**src/rtl/mode_loader_pkg.sv**
```systemverilog
package mode_loader_pkg;

  typedef struct packed {
    logic cs_n;
    logic ras_n;
    logic cas_n;
    logic we_n;
  } cmd_t;

  localparam cmd_t CMD_IDLE = '{cs_n: 1'b1, ras_n: 1'b1, cas_n: 1'b1, we_n: 1'b1};
  localparam cmd_t CMD_PALL = '{cs_n: 1'b0, ras_n: 1'b0, cas_n: 1'b1, we_n: 1'b0};
  localparam cmd_t CMD_MSET = '{cs_n: 1'b0, ras_n: 1'b0, cas_n: 1'b0, we_n: 1'b0};

  // bit positions decoded by the memory
  localparam int BLEN_LSB = 0;
  localparam int ORDER_BIT = 3;
  localparam int LAT_LSB = 4;
  localparam int TEST_BIT = 7;
  localparam int DLLR_BIT = 8;
  localparam int ALLBANK_BIT = 10;

  localparam logic [2:0] LAT_THREE = 3'b011;
  localparam logic [2:0] BLEN_FULL = 3'b111;

  typedef enum logic [1:0] {
    SEQ_IDLE,
    SEQ_RP_WAIT,
    SEQ_MRD_WAIT
  } seq_state_t;

endpackage

```
**src/rtl/mode_word_encoder.sv**
```systemverilog
module mode_word_encoder
  import mode_loader_pkg::*;
#(
  parameter int ADDR_W = 12
) (
  input  logic [2:0]        blen,
  input  logic              interleave,
  input  logic [2:0]        cl,
  input  logic              dll_reset,
  output logic              legal,
  output logic [ADDR_W-1:0] word
);

  logic blen_ok;

  always_comb begin
    unique case (blen)
      3'b001, 3'b010, 3'b011: blen_ok = 1'b1;
      BLEN_FULL:              blen_ok = ~interleave;
      default:                blen_ok = 1'b0;
    endcase
  end

  assign legal = blen_ok && (cl == LAT_THREE);

  always_comb begin
    word = '0;
    word[BLEN_LSB +: 3] = blen;
    word[ORDER_BIT]     = interleave;
    word[LAT_LSB +: 3]  = cl;
    word[TEST_BIT]      = 1'b0;
    word[DLLR_BIT]      = dll_reset;
  end

endmodule

```
**src/rtl/mode_wait_timer.sv**
```systemverilog
module mode_wait_timer #(
  parameter int CNT_W = 4
) (
  input  logic             clk,
  input  logic             rst_n,
  input  logic             load,
  input  logic [CNT_W-1:0] load_val,
  output logic             zero
);

  logic [CNT_W-1:0] cnt_q;

  always_ff @(posedge clk) begin
    if (!rst_n)            cnt_q <= '0;
    else if (load)         cnt_q <= load_val;
    else if (cnt_q != '0)  cnt_q <= cnt_q - 1'b1;
  end

  assign zero = (cnt_q == '0);

  // an expired count stays expired until reloaded
  p_timer_hold_r3: assert property (@(posedge clk) disable iff (!rst_n)
    (!load && zero) |=> zero);

  // a load of a nonzero value is not expired on the next cycle
  p_timer_load_r3: assert property (@(posedge clk) disable iff (!rst_n)
    (load && load_val != '0) |=> !zero);

endmodule

```
**src/rtl/sdram_mode_loader.sv**
```systemverilog
module sdram_mode_loader
  import mode_loader_pkg::*;
#(
  parameter int TRP_CYC  = 3,
  parameter int TMRD_CYC = 2,
  parameter int ADDR_W   = 12,
  parameter int BA_W     = 2
) (
  input  logic              clk,
  input  logic              rst_n,
  input  logic              start,
  input  logic [2:0]        req_blen,
  input  logic              req_interleave,
  input  logic [2:0]        req_cl,
  input  logic              req_dll_reset,
  output logic              cs_n,
  output logic              ras_n,
  output logic              cas_n,
  output logic              we_n,
  output logic [ADDR_W-1:0] addr,
  output logic [BA_W-1:0]   ba,
  output logic              busy,
  output logic              done,
  output logic              err
);

  localparam int TRP_EFF  = (TRP_CYC < 1) ? 1 : TRP_CYC;
  localparam int TMRD_EFF = (TMRD_CYC < 2) ? 2 : TMRD_CYC;
  localparam int MAX_WAIT = (TRP_EFF > TMRD_EFF) ? TRP_EFF : TMRD_EFF;
  localparam int CNT_W    = $clog2(MAX_WAIT) + 1;
  localparam int SINCE_W  = CNT_W + 1;
  localparam logic [CNT_W-1:0] RP_LOAD  = CNT_W'(TRP_EFF - 1);
  localparam logic [CNT_W-1:0] MRD_LOAD = CNT_W'(TMRD_EFF - 1);

  seq_state_t        state_q;
  cmd_t              cmd_q;
  logic [ADDR_W-1:0] addr_q;
  logic [ADDR_W-1:0] word_q;
  logic              busy_q, done_q, err_q;

  logic              enc_legal;
  logic [ADDR_W-1:0] enc_word;
  logic              tmr_load, tmr_zero;
  logic [CNT_W-1:0]  tmr_val;
  logic              accept;

  mode_word_encoder #(.ADDR_W(ADDR_W)) u_enc (
    .blen       (req_blen),
    .interleave (req_interleave),
    .cl         (req_cl),
    .dll_reset  (req_dll_reset),
    .legal      (enc_legal),
    .word       (enc_word)
  );

  assign accept   = (state_q == SEQ_IDLE) && start && enc_legal;
  assign tmr_load = accept || ((state_q == SEQ_RP_WAIT) && tmr_zero);
  assign tmr_val  = (state_q == SEQ_IDLE) ? RP_LOAD : MRD_LOAD;

  mode_wait_timer #(.CNT_W(CNT_W)) u_tmr (
    .clk      (clk),
    .rst_n    (rst_n),
    .load     (tmr_load),
    .load_val (tmr_val),
    .zero     (tmr_zero)
  );

  always_ff @(posedge clk) begin
    if (!rst_n) begin
      state_q <= SEQ_IDLE;
      cmd_q   <= CMD_IDLE;
      addr_q  <= '0;
      word_q  <= '0;
      busy_q  <= 1'b0;
      done_q  <= 1'b0;
      err_q   <= 1'b0;
    end else begin
      cmd_q  <= CMD_IDLE;
      addr_q <= '0;
      done_q <= 1'b0;
      unique case (state_q)
        SEQ_IDLE: begin
          if (start) begin
            err_q <= ~enc_legal;
            if (enc_legal) begin
              word_q              <= enc_word;
              cmd_q               <= CMD_PALL;
              addr_q[ALLBANK_BIT] <= 1'b1;
              busy_q              <= 1'b1;
              state_q             <= SEQ_RP_WAIT;
            end
          end
        end
        SEQ_RP_WAIT: begin
          if (tmr_zero) begin
            cmd_q   <= CMD_MSET;
            addr_q  <= word_q;
            state_q <= SEQ_MRD_WAIT;
          end
        end
        SEQ_MRD_WAIT: begin
          if (tmr_zero) begin
            done_q  <= 1'b1;
            busy_q  <= 1'b0;
            state_q <= SEQ_IDLE;
          end
        end
        default: state_q <= SEQ_IDLE;
      endcase
    end
  end

  assign {cs_n, ras_n, cas_n, we_n} = cmd_q;
  assign addr = addr_q;
  assign ba   = '0;
  assign busy = busy_q;
  assign done = done_q;
  assign err  = err_q;

  // ---- assertions ----
  logic             pall_now, mset_now;
  logic [SINCE_W-1:0] since_pall, since_mset;

  assign pall_now = ({cs_n, ras_n, cas_n, we_n} == CMD_PALL);
  assign mset_now = ({cs_n, ras_n, cas_n, we_n} == CMD_MSET);

  always_ff @(posedge clk) begin
    if (!rst_n) begin
      since_pall <= '1;
      since_mset <= '1;
    end else begin
      if (pall_now)              since_pall <= SINCE_W'(1);
      else if (since_pall != '1) since_pall <= since_pall + 1'b1;
      if (mset_now)              since_mset <= SINCE_W'(1);
      else if (since_mset != '1) since_mset <= since_mset + 1'b1;
    end
  end

  // legal request while idle gives precharge-all next cycle
  p_accept_pall_r2: assert property (@(posedge clk) disable iff (!rst_n)
    (start && !busy && enc_legal) |=> (pall_now && addr[ALLBANK_BIT] && busy));

  // mode register set exactly TRP after precharge-all
  p_rp_spacing_r3: assert property (@(posedge clk) disable iff (!rst_n)
    mset_now |-> (since_pall == SINCE_W'(TRP_EFF)));

  // test bit and reserved high bits low in the mode register set cycle
  p_mset_fields_r4: assert property (@(posedge clk) disable iff (!rst_n)
    mset_now |-> (!addr[TEST_BIT] && addr[ADDR_W-1:9] == '0));

  // no command inside the mode register set delay
  p_mrd_quiet_r5: assert property (@(posedge clk) disable iff (!rst_n)
    !cs_n |-> (since_mset >= SINCE_W'(TMRD_EFF)));

  // done lands exactly at the end of the delay and is one cycle wide
  p_done_timing_r5: assert property (@(posedge clk) disable iff (!rst_n)
    done |-> (since_mset == SINCE_W'(TMRD_EFF)));
  p_done_pulse_r5: assert property (@(posedge clk) disable iff (!rst_n)
    done |=> !done);

  // busy is low in the done cycle
  p_done_not_busy_r6: assert property (@(posedge clk) disable iff (!rst_n)
    done |-> !busy);

  // refused request drives no command and raises err
  p_refuse_r8: assert property (@(posedge clk) disable iff (!rst_n)
    (start && !busy && !enc_legal) |=> (cs_n && err && !busy));

endmodule

```
**config.mk**
```make
export PLATFORM = sky130hd
export DESIGN_NAME = sdram_mode_loader
export DESIGN_NICKNAME = d
export VERILOG_FILES = /design/src/rtl/mode_loader_pkg.sv /design/src/rtl/mode_word_encoder.sv /design/src/rtl/mode_wait_timer.sv /design/src/rtl/sdram_mode_loader.sv
export SDC_FILE = /design/constraint.sdc
export NUM_CORES = 1
export LEC_CHECK = 0
export ABC_CLOCK_PERIOD_IN_PS = 1900
export BUFFER_PORTS_ARGS = -buffer_cell sky130_fd_sc_hd__buf_2
export CORE_ASPECT_RATIO = 0.7
export CORE_UTILIZATION = 48
export DETAILED_ROUTE_END_ITERATION = 6
export PLACE_DENSITY = 0.76
export RECOVER_POWER = 25
export SYNTH_ARGS = -nofsm -noshare
export SYNTH_HDL_FRONTEND = slang
export SYNTH_SLANG_ARGS = --single-unit
```
**constraint.sdc**
```tcl
create_clock -name clk -period 1.9 [get_ports clk]
set_input_delay 0.38 -clock clk [delete_from_list [all_inputs] [get_ports clk]]
set_output_delay 0.38 -clock clk [all_outputs]
set_load 0.01 [all_outputs]
```
# == Word level (Yosys, flattened, before mapping) ==
# Cells that the tools add are included.
# op_classes
addsub,1
eq_ne,11
mux,21
bitwise_logic,2
reduce_logical,17
# ops
operator,n
4-bit 2-to-1 mux,3
2-bit 2-to-1 mux,5
"3-bit by 2-bit == test with 1-bit output, second input constant",3
"2-bit != test, second input constant",4
4-bit one-hot mux with 2 select lines,1
4-bit AND reduction,2
1-bit 2-to-1 mux,6
3-bit 2-to-1 mux,2
1-bit one-hot mux with 2 select lines,3
2-bit one-hot mux with 3 select lines,1
3-bit AND reduction,2
1-bit logical AND,4
2-bit AND reduction,2
2-bit nonzero test,2
"3-bit by 1-bit == test with 1-bit output, second input constant",1
"3-bit == test, second input constant",1
3-bit zero test,1
3-bit nonzero test,1
3-bit OR reduction,1
"3-bit by 1-bit subtractor with 3-bit output, second input constant",1
"2-bit by 1-bit == test with 1-bit output, second input constant",1
"2-bit == test, second input constant",1
2-bit zero test,1
1-bit NOT,2
1-bit logical OR,1
# word_totals
reg_bits,29
inputBits,11
word_cells,64

# == Longest topological paths before layout ==
# logic_depth
depth_word,7
ltp_mapped,5

# == Cells and area by module ==
# A second synthesis with hierarchy kept.
# unflattened
cells_unflattened,150
area_unflattened_um2,1460.2
# modules_own_cells
mod,instances,cells_per_inst,area_each_um2
sdram_mode_loader,1,111,1129.8
mode_wait_timer,1,22,205.2
mode_word_encoder,1,17,125.1

# == Worst setup path before layout ==
# OpenSTA, ideal clock, no wires.
# synth_timing
path_kind,input-to-reg
startpoint,input port start
endpoint,register word_q[8]
setup_time_ns,0.072
arrival_ns,1.483
path_slack_ns,0.345
path_stages,4
path_buffers,1
path_cell_list,or3b_4 -> a211oi_4 -> buf_6 -> mux2i_1
# synth_between
elab_chain_cells,1
# synth_rtl
item,line_no,source
start: declaration,sdram_mode_loader.sv:11,"input logic start,"
3-bit AND reduction (no line),-,
end signal: assignment,sdram_mode_loader.sv:86,word_q <= enc_word;
end: declaration,sdram_mode_loader.sv:38,logic [ADDR_W-1:0] word_q;
# Every way passes these cells.
# A chain may end at the register's enable or synchronous reset.

# == Worst setup path after layout ==
# layout_timing
startpoint,register state_q[0]
endpoint,register word_q[3]
# layout_between
elab_chain_cells,2
# layout_rtl
item,line_no,source
start: declaration,sdram_mode_loader.sv:35,seq_state_t state_q;
start signal: assignment,sdram_mode_loader.sv:70,state_q <= SEQ_IDLE;
start signal: assignment,sdram_mode_loader.sv:90,state_q <= SEQ_RP_WAIT;
start signal: assignment,sdram_mode_loader.sv:98,state_q <= SEQ_MRD_WAIT;
2-bit zero test,sdram_mode_loader.sv:81,unique case (state_q)
3-bit AND reduction (no line),-,
# Every way passes these cells.

==> impl_results.md <==
- Outcome: finished, violations left
- Failing checks: design-rule violations
- R2R Setup Slk: 450 ps
- Hold_sp: req_dll_reset
- Port bufs: 26
- First-pass iteration count of the detailed router: 6
- Final setup fails: 0
- Seq cells post-synth: 27
- Met1 Use GR: 17.6%
- Area leader, netlist: dfxtp_1
- Initial DRC count: 18
- Mapped Area: 0.00103 mm2
- Initial Util: 53.3%
- Clock Latency Late Sink: 330 ps
- Die Span Y: 40.8 um
- Synth async-reset ratio: 0%
- Post-layout total power: 1.11 mW
- Area growth from synthesis to layout: 12.9%
- Vias: 701
- Post-CTS sizing: 0
- FF-to-FF path depth: 4
- Clk slew on worst S/H paths: 150 ps
- Final hold vios: 0
- Routed Antenna Nets: 0
- Core area: 0.00194 mm2
- Clock root buffer: clkbuf_4
- ANT cells: 0
- Die W: 57.4 um
- Vias/cell: 4.77
- Final HPWL from detailed placement: 1.08 mm
- Post-CTS Setup Bufs: 0
- Drc violations: 1
- Largest net degree at the start of global routing: 20
- Crit path capture type: flop
- Min cycle time layout: 1450 ps
- Clock net sink count: 27
- Top_reg_cell synth: dfxtp_1
- Critical path arrival: 1710 ps
- CP startpoint kind: flop
- Vias in the first global route: 636
- Synth top area cells: dfxtp_1 52%, mux2i_1 6.8%, and2_1 5.5%
- Gr busiest metal: met2
- Overall Global Routing Usage: 15.4%
- Final worst-path cycle share: 76.5%
- Area of the multi-input gates: 414 um2
- Post-synthesis sequential area ratio: 52.4%
- Pwr dens: 958 mW/mm2
- Peak Freq: 0.688 GHz
- Share of layout cells above drive strength 1: 20.8%
- Worst EP required: 2160 ps
- Total grt overflow: 0
- Clock Skew: 12.1 ps
- Syn_area_per_cell: 10.4 um2
- Final cell count without fillers: 147
- Synth warn: 0
- RSZ-0062 raised after global routing: no
- Hold slack: 273 ps
- Unique cell type count in the Yosys netlist: 28
- Worst r2r src: state_q[0]$_SDFFE_PN0P_
- Drt total wl: 1.49 mm
- R2R Path End: word_q[3]$_SDFFE_PN0P_
- Ports: 32
- Fillers: 169
- Crit Path Category: flop to flop
- Pleak: 0.479 nW
- Placed cells: 143
- Max-slew violation count: 0
- Cts bufs inserted: 3
- Worst Hold Path EP: word_q[8]$_SDFFE_PN0P_
- Max Cap Viol: 0
- Die area: 0.00234 mm2
- VDD IR-drop max: 0.492 mV
- H-tree depth: 1
- M3 GR Usage: 5.68%
- Drt wl/cell: 10.1 um
- Max Root-Sink Buffers: 2
- Util after Layout: 60.1%
- Min-delay worst type: input port to flop
- CTS tree: done
- # nets final: 139
- Initial antenna violation count: 0
- Reg area: 541 um2
- Critical path fanouts, max: 16
- Global-route wire length before repair: 2.62 mm
- Post-synth top area share: 52.4%
- Setup TNS: 0 ps
- CTS Hold Bufs: 0
- WHS Path Cells: 3
- Cells after Synth: 99
- GR Util met2: 28.5%
- Final RePlAce weighted congestion: 0.743
- Row count: 13
- Post-synth EDFFs: 0
## metrics by stage
stage / area, um2 / worst slack (ps)
floorplan: 1050 / 345
global placement: 1150 / 356
global route: 1160 / 310
detailed placement: 1150 / 330
finish: 1160 / 447
CTS: 1180 / 433
## synthesized netlist by cell type (2+ instances only)
cell type   n
dfxtp_1    27
nand2_1    11
and2_1      9
buf_4       7
mux2i_1     7
inv_1       5
o21a_1      5
nor2_1      4
ha_1        2
nand2b_1    2
nand3b_1    2
nor3_1      2
## metal layers
layer  vias up  part of all wire (%)
met5         -                     0
met4         0                  0.40
met3         2                   7.4
met2        26                    43
met1       312                    49
li1        361                     -
## power by group
part	leakage, nW	switching (mW)	internal (mW)
clock network	0.0139	0.168	0.0806
registers	0.219	0.0143	0.600
logic	0.246	0.135	0.117
## worst max path at each step
stage                                startpoint                           to  slack (ps)  cells past startpoint
floorplan                                 start       word_q[8]$_SDFFE_PN0P_         350                      4
global placement                          start  u_tmr.cnt_q[1]$_SDFFE_PN0P_         360                      5
CTS                 u_tmr.cnt_q[0]$_SDFFE_PN0P_      state_q[1]$_SDFFE_PN0P_         430                      5
detailed placement                        start       word_q[3]$_SDFFE_PN0P_         330                      5
global route        u_tmr.cnt_q[0]$_SDFFE_PN0P_      state_q[1]$_SDFFE_PN0P_         310                      5
finish                  state_q[0]$_SDFFE_PN0P_       word_q[3]$_SDFFE_PN0P_         450                      4
## critical path, stage by stage, from the launching register on
cell and delay [ps]:
dfxtp_1 340, or3b_4 410, a211oi_4 200, buf_4 250, mux2i_1 200
## final cells by class
class | instances | area share [%]
Clock buffer | 3 | 1.94
Clock inverter | 1 | 0.645
Inverter | 5 | 1.61
Multi-Input combinational cell | 61 | 35.6
Sequential cell | 27 | 46.5
Tap cell | 22 | 2.37
Timing Repair Buffer | 28 | 11.4
## cell usage in the layout, fill, tap and decap left out, drive strengths merged, types with 2 or more instances in the layout
cell,Yosys,routed
inv,5,5
dfxtp,27,27
nand3b,2,2
conb,1,5
nor3,2,2
o21a,5,5
buf,9,18
and2,9,9
a211oi,2,2
nand2,11,11
mux2i,7,7
ha,2,2
clkbuf,1,13
nand2b,2,2
nor2,4,4
## sequential cells by signal, summed over array words and instances (netlist names)
| name | count |
|---|---|
| addr | 9 |
| busy | 1 |
| cas_n | 1 |
| done | 1 |
| err | 1 |
| state_q | 2 |
| u_tmr.cnt_q | 3 |
| we_n | 1 |
| word_q | 8 |
## cells by family (layout without fill, tap and decap cells)
family / after synthesis / after routing / synth area share, %
and+or+nand+nor: 34 / 34 / 17.7
DFF: 27 / 27 / 52.4
other: 1 / 5 / 0.364
AOI/OAI and AO/OA: 11 / 11 / 9.47
buffers and inverters: 15 / 37 / 8.86
adders and majority gates: 2 / 2 / 2.43
muxes: 8 / 8 / 7.89
xor gates and xnor gates: 1 / 1 / 0.850
Note: power is estimated with default switching activity, not from simulation.
